<file path="src/rtl/osw_pkg.sv">
`timescale 1ns/1ps
package osw_pkg;
  localparam int unsigned OSW_CH_DEF   = 8;
  localparam int unsigned OSW_SYNC_DEF = 2;

  // status bit of one channel: 1 = off, overcurrent or drain high
  function automatic logic osw_status(input logic en, input logic oc, input logic dh);
    return ~en | oc | dh;
  endfunction
endpackage

</file>
<file path="src/rtl/osw_sync.sv">
`timescale 1ns/1ps
module osw_sync #(
  parameter int unsigned W      = 1,
  parameter int unsigned STAGES = 2,
  parameter logic [W-1:0] INIT  = '0
) (
  input  logic         clk,
  input  logic         rst,
  input  logic [W-1:0] d,
  output logic [W-1:0] q
);
  logic [W-1:0] stg [STAGES];

  always_ff @(posedge clk) begin
    if (rst) begin
      for (int i = 0; i < STAGES; i++) stg[i] <= INIT;
    end else begin
      stg[0] <= d;
      for (int i = 1; i < STAGES; i++) stg[i] <= stg[i-1];
    end
  end

  assign q = stg[STAGES-1];
endmodule

</file>
<file path="src/rtl/osw_clr_sync.sv">
`timescale 1ns/1ps
module osw_clr_sync #(
  parameter int unsigned STAGES = 2
) (
  input  logic clk,
  input  logic clr_n,
  output logic clr_act
);
  logic [STAGES-1:0] chain;

  // asserts at once, releases after STAGES clocks
  always_ff @(posedge clk or negedge clr_n) begin
    if (!clr_n) chain <= '1;
    else        chain <= {chain[STAGES-2:0], 1'b0};
  end

  assign clr_act = chain[STAGES-1];
endmodule

</file>
<file path="src/rtl/osw_frame.sv">
`timescale 1ns/1ps
module osw_frame #(
  parameter int unsigned W = 8
) (
  input  logic         clk,
  input  logic         rst,
  input  logic         clr,
  input  logic         cs_fall,
  input  logic         cs_rise,
  input  logic         sclk_fall,
  input  logic         sclk_rise,
  input  logic         si_s,
  input  logic [W-1:0] status,
  output logic         so,
  output logic         so_oe,
  output logic [W-1:0] cmd_word,
  output logic         cmd_load
);
  localparam int unsigned CW = $clog2(W + 2);
  localparam logic [CW-1:0] CNT_FULL = CW'(W);
  localparam logic [CW-1:0] CNT_OVER = CW'(W + 1);

  logic [W-1:0]  tx_q, rx_q;
  logic [CW-1:0] cnt_q;
  logic          bad_q;

  always_ff @(posedge clk) begin
    if (rst) begin
      tx_q  <= '0;
      rx_q  <= '0;
      cnt_q <= '0;
      bad_q <= 1'b0;
      so_oe <= 1'b0;
    end else begin
      if (cs_fall) begin
        tx_q  <= status;
        cnt_q <= '0;
        bad_q <= 1'b0;
        so_oe <= 1'b1;
      end else begin
        if (cs_rise) so_oe <= 1'b0;
        if (sclk_rise && so_oe) tx_q <= {tx_q[W-2:0], 1'b0};
        if (sclk_fall && so_oe) begin
          rx_q <= {rx_q[W-2:0], si_s};
          if (cnt_q != CNT_OVER) cnt_q <= cnt_q + 1'b1;
        end
      end
      if (clr) begin
        rx_q  <= '0;
        bad_q <= 1'b1;
      end
    end
  end

  assign so       = tx_q[W-1];
  assign cmd_word = rx_q;
  assign cmd_load = cs_rise && (cnt_q == CNT_FULL) && !bad_q;
endmodule

</file>
<file path="src/rtl/osw_channel.sv">
`timescale 1ns/1ps
module osw_channel
  import osw_pkg::*;
(
  input  logic clk,
  input  logic rst,
  input  logic clr,
  input  logic cmd_load,
  input  logic cmd_bit,
  input  logic oc,
  input  logic pd,
  input  logic dh,
  output logic cmd_on,
  output logic latched,
  output logic en,
  output logic stat
);
  logic trip;
  assign trip = oc & ~pd;

  always_ff @(posedge clk) begin
    if (rst || clr) begin
      cmd_on  <= 1'b0;
      latched <= 1'b0;
      en      <= 1'b0;
    end else begin
      if (cmd_load) cmd_on <= cmd_bit;
      if (cmd_load && !cmd_bit)   latched <= 1'b0;
      else if (cmd_on && trip)    latched <= 1'b1;
      en <= cmd_on & ~latched & ~trip;
    end
  end

  assign stat = osw_status(en, oc, dh);
endmodule

</file>
<file path="src/rtl/osw_ctrl.sv">
`timescale 1ns/1ps
module osw_ctrl
  import osw_pkg::*;
#(
  parameter int unsigned CH   = OSW_CH_DEF,
  parameter int unsigned SYNC = OSW_SYNC_DEF
) (
  input  logic          clk,
  input  logic          rst,
  input  logic          clr_n,
  input  logic          sclk,
  input  logic          cs_n,
  input  logic          si,
  output logic          so,
  output logic          so_oe,
  input  logic          prot_dis,
  input  logic [CH-1:0] ovc,
  input  logic [CH-1:0] drain_hi,
  output logic [CH-1:0] out_en
);
  logic          sclk_s, cs_s, si_s, sclk_d, cs_d;
  logic          cs_fall, cs_rise, sclk_fall, sclk_rise;
  logic          clr_act, pd_s, cmd_load;
  logic [CH-1:0] ovc_s, status, cmd_q, flt, cmd_word;

  osw_sync #(.W(3), .STAGES(SYNC), .INIT(3'b110)) u_pin_sync (
    .clk(clk), .rst(rst), .d({sclk, cs_n, si}), .q({sclk_s, cs_s, si_s}));

  osw_sync #(.W(CH + 1), .STAGES(SYNC), .INIT('0)) u_flag_sync (
    .clk(clk), .rst(rst), .d({prot_dis, ovc}), .q({pd_s, ovc_s}));

  osw_clr_sync #(.STAGES(SYNC)) u_clr_sync (
    .clk(clk), .clr_n(clr_n), .clr_act(clr_act));

  always_ff @(posedge clk) begin
    if (rst) begin
      sclk_d <= 1'b1;
      cs_d   <= 1'b1;
    end else begin
      sclk_d <= sclk_s;
      cs_d   <= cs_s;
    end
  end

  assign cs_fall   = cs_d & ~cs_s;
  assign cs_rise   = ~cs_d & cs_s;
  assign sclk_fall = sclk_d & ~sclk_s;
  assign sclk_rise = ~sclk_d & sclk_s;

  osw_frame #(.W(CH)) u_frame (
    .clk(clk), .rst(rst), .clr(clr_act),
    .cs_fall(cs_fall), .cs_rise(cs_rise),
    .sclk_fall(sclk_fall), .sclk_rise(sclk_rise),
    .si_s(si_s), .status(status),
    .so(so), .so_oe(so_oe),
    .cmd_word(cmd_word), .cmd_load(cmd_load));

  for (genvar k = 0; k < CH; k++) begin : g_ch
    osw_channel u_ch (
      .clk(clk), .rst(rst), .clr(clr_act),
      .cmd_load(cmd_load), .cmd_bit(cmd_word[k]),
      .oc(ovc_s[k]), .pd(pd_s), .dh(drain_hi[k]),
      .cmd_on(cmd_q[k]), .latched(flt[k]),
      .en(out_en[k]), .stat(status[k]));
  end
endmodule

</file>
<file path="config.mk">
export PLATFORM = sky130hd
export DESIGN_NAME = osw_ctrl
export DESIGN_NICKNAME = d
export VERILOG_FILES = /design/src/rtl/osw_pkg.sv /design/src/rtl/osw_sync.sv /design/src/rtl/osw_clr_sync.sv /design/src/rtl/osw_frame.sv /design/src/rtl/osw_channel.sv /design/src/rtl/osw_ctrl.sv
export SDC_FILE = /design/constraint.sdc
export NUM_CORES = 1
export LEC_CHECK = 0
export ABC_AREA = 1
export BUFFER_PORTS_ARGS = -buffer_cell sky130_fd_sc_hd__buf_2
export CAP_MARGIN = 10
export CORE_MARGIN = 5
export CORE_UTILIZATION = 52
export CTS_CLUSTER_SIZE = 20
export DETAILED_ROUTE_END_ITERATION = 8
export PLACE_DENSITY = 0.75
export SKIP_LAST_GASP = 1
export SLEW_MARGIN = 20
export SYNTH_ARGS = -nofsm -noshare
export SYNTH_HDL_FRONTEND = slang
export SYNTH_HIERARCHICAL = 1
export SYNTH_SLANG_ARGS = --single-unit
</file>
<file path="constraint.sdc">
create_clock -name clk -period 1.76 [get_ports clk]
set_input_delay 0.352 -clock clk [delete_from_list [all_inputs] [get_ports clk]]
set_output_delay 0.352 -clock clk [all_outputs]
set_load 0.005 [all_outputs]
</file>
==> metrics.cfg <==
[outcome]
outcome=complete, no violations

[logic_synthesis]
synth_cells=381
synth_top_area_frac=0.482
synth_commonest_cells=72 x dfxtp_1, 69 x inv_1, 69 x nand2_1
async_reset_ff_frac=0.0270
syn_area_per_cell_um2=7.85
synth_area_leaders=dfxtp_1 48%, inv_1 8.7%, nand2_1 8.7%
ys_seq_elements=74
synth-main-ff-cell=dfxtp_1
synth-edff-count=0
synthesis.area_um2=2990
post-synth-top-count-cell=dfxtp_1
yosysWarnings=6
synth.net_count=407
yosys.cell_types.count=31
synth_area_leader_cell=dfxtp_1
ys_seq_area_frac=0.499

[floorplanning]
die-area_um2=7370
floorplan.initialDensity=0.540
core_area_um2=5540
fp-row-count=27
die_y_um=85.9
die_x_um=85.9
io-pin-count=33

[place]
place_area_um2=3120
dp_hpwl_um=3760
numPortBuffers=32
dp_slack_ns=0.422
dpl.cell_count=470
gp_congestion=0.735

[pwr]
swShare=0.212
seqPwrFrac=0.530
pwr-share-comb=0.046
p_int_mw=2.60
power_density_nw_per_um2=989
p_clk_frac=0.424
p_leak_nw=1.44
peakVddDrop_uv=582
p_sw_uw=700
power_mw=3.30

[setup_path]
r2r_start=u_frame/cnt_q[0]$_SDFFE_PP0P_
critPathSlowestCell=dfxtp_1
cp_top_family=flip-flops
path_cells=buf_2
crit_required_ns=1.41
cp-start-kind=register
cp.arrival_ns=1.20
critPathMaxStageDelay_ns=0.65
end_kind=output pin
cp_num_cells=1
endpoint=so_oe
critPathLaunch=u_frame/so_oe$_SDFFE_PP0P_
path_max_fanout=11
r2r_slack_ns=0.43
rr_worst_depth=8
crit_type=register to output pin
crit_buf_inv=1
reg2reg_to=g_ch[2].u_ch/cmd_on$_SDFFE_PP0P_

[clock_network]
cts_root_buf=clkbuf_8
clk_latency_ns=0.34
cts_sinks=74
htree_levels=3
clockBufferDepth=2
cts_resized=0
cts_tree=yes
numCtsBuffers=9
clk_pin_slew_ns=0.07

[sta]
setup-tns-final_ns=0
fin_ws_ns=0.209
hold_viol=0
setup_viol=0
worstMarginPinSlew_ns=0.519
skew_ns=0.00663
max-slew-margin-rel=0.653
maxSlewViolCount=0
grt_setup_unrepaired=false
min_period_over_period=0.881
finalCriticalPeriod_ns=1.55
fmax_ghz=0.645

[cells_and_area]
antenna_cells=0
multi_input_area_um2=1070
finalNetCount=436
layout-drive-gt1-share=0.194
fill_cells=523
regArea_um2=1490
fin_area_um2=3340
finalNonFillerCells=485
syn2layout_area_growth_pct=11.6

[detailed_routing]
drt-vias-per-instance=4.70
drc=0
wl_per_cell_um=11.0
num_vias=2280
drtPass1Iterations=4
wl_um=5320
ant_nets=0
drtIter0Drc=109

[grt]
grt_pass1_wl_um=9370
overflow=0
first_global_vias=2177
grt_start_max_net_pins=18
antenna_found_initial=0
grtUsageTotal=0.160

[job]
maxCapViolCount=0

[min_path]
min_path_type=input pin to register

-- worst min path at each step --
stage                                                   to   start  slack (ns)  depth (start not counted)
after global routing      u_flag_sync/stg[0][3]$_SDFF_PP0_  ovc[3]        0.20                          3
after detailed placement     u_clr_sync/chain[0]$_DFF_PN1_   clr_n        0.30                          1
final                      u_pin_sync/stg[0][1]$_SDFF_PP1_    cs_n        0.19                          3
after global placement       u_clr_sync/chain[0]$_DFF_PN1_   clr_n        0.30                          1
after floorplan              u_clr_sync/chain[0]$_DFF_PN1_   clr_n        0.20                          0
after CTS                  u_pin_sync/stg[0][2]$_SDFF_PP1_    sclk        0.18                          3
-- cells in the final DEF (no fill, tap or decap), types with 3 or more instances in the layout --
master / instances
dfxtp_1: 72
inv_1: 69
nand2_1: 69
nor2_1: 68
buf_2: 32
clkbuf_8: 10
nand3_1: 10
nor2_2: 9
nand3b_1: 8
a21oi_2: 8
o21ai_0: 8
nand4_1: 8
a31oi_1: 7
a21oi_1: 5
buf_4: 4
inv_2: 3
ha_1: 3
-- what timing repair did --
item / in CTS / in global routing
hold endpoints to repair: 2 / 0
hold buffers: 1 / 0
setup buffers: 0 / 0
-- power by group through the flow --
stage / registers (mW) / clock network, mW / logic, mW
floorplan: 1.77 / 0 / 0.129
global placement: 1.79 / 0 / 0.147
detailed placement: 1.79 / 0 / 0.151
CTS: 1.75 / 1.43 / 0.154
global route: 1.76 / 1.50 / 0.177
finish: 1.75 / 1.40 / 0.152
-- routing by layer --
| metal | share of wire | GRT usage | routed length, um | vias to the layer above |
|---|---|---|---|---|
| met5 | 0 | 0 | 0 | - |
| met1 | 0.47 | 0.198 | 2500 | 1035 |
| met2 | 0.46 | 0.254 | 2460 | 39 |
| met4 | 0.021 | 0.105 | 112 | 0 |
| met3 | 0.046 | 0.0288 | 244 | 13 |
| li1 | - | - | - | 1193 |
-- per-stage QoR --
step                      hold slack [ns]   util
after floorplan                     0.204      -
after global placement              0.304  0.563
after detailed placement            0.305  0.563
after CTS                           0.180  0.603
after global routing                0.202  0.603
final                               0.189  0.603
-- flip-flops by register name, indices dropped and copies added, names as in the netlist --
register and count:
sclk_d 1, u_frame/tx_q 8, u_clr_sync/chain 2, u_flag_sync/stg 18, cs_d 1, u_frame/cnt_q 4
u_frame/bad_q 1, u_frame/so_oe 1, g_ch.u_ch/latched 8, g_ch.u_ch/cmd_on 8, u_pin_sync/stg 6, g_ch.u_ch/en 8
u_frame/cmd_word 8
-- cells by family (layout without fill, tap and decap cells) --
family / after synthesis / in the layout / synth area share
xor+xnor: 1 / 1 / 0.00293
compound gates: 31 / 31 / 0.0669
buf+inv: 92 / 124 / 0.145
other cells: 1 / 1 / 0.00125
flops: 74 / 74 / 0.499
fa+ha+maj: 3 / 3 / 0.0125
simple gates: 179 / 179 / 0.272
-- layout make-up --
class	instances	area share
timing repair buffer	37	0.0600
sequential	74	0.448
multi-input combinational	215	0.320
inverter	73	0.0836
clock inverter	3	0.0195
clock buffer	11	0.0424
tap	72	0.0270
No activity file was read; power rests on OpenSTA's default activity.
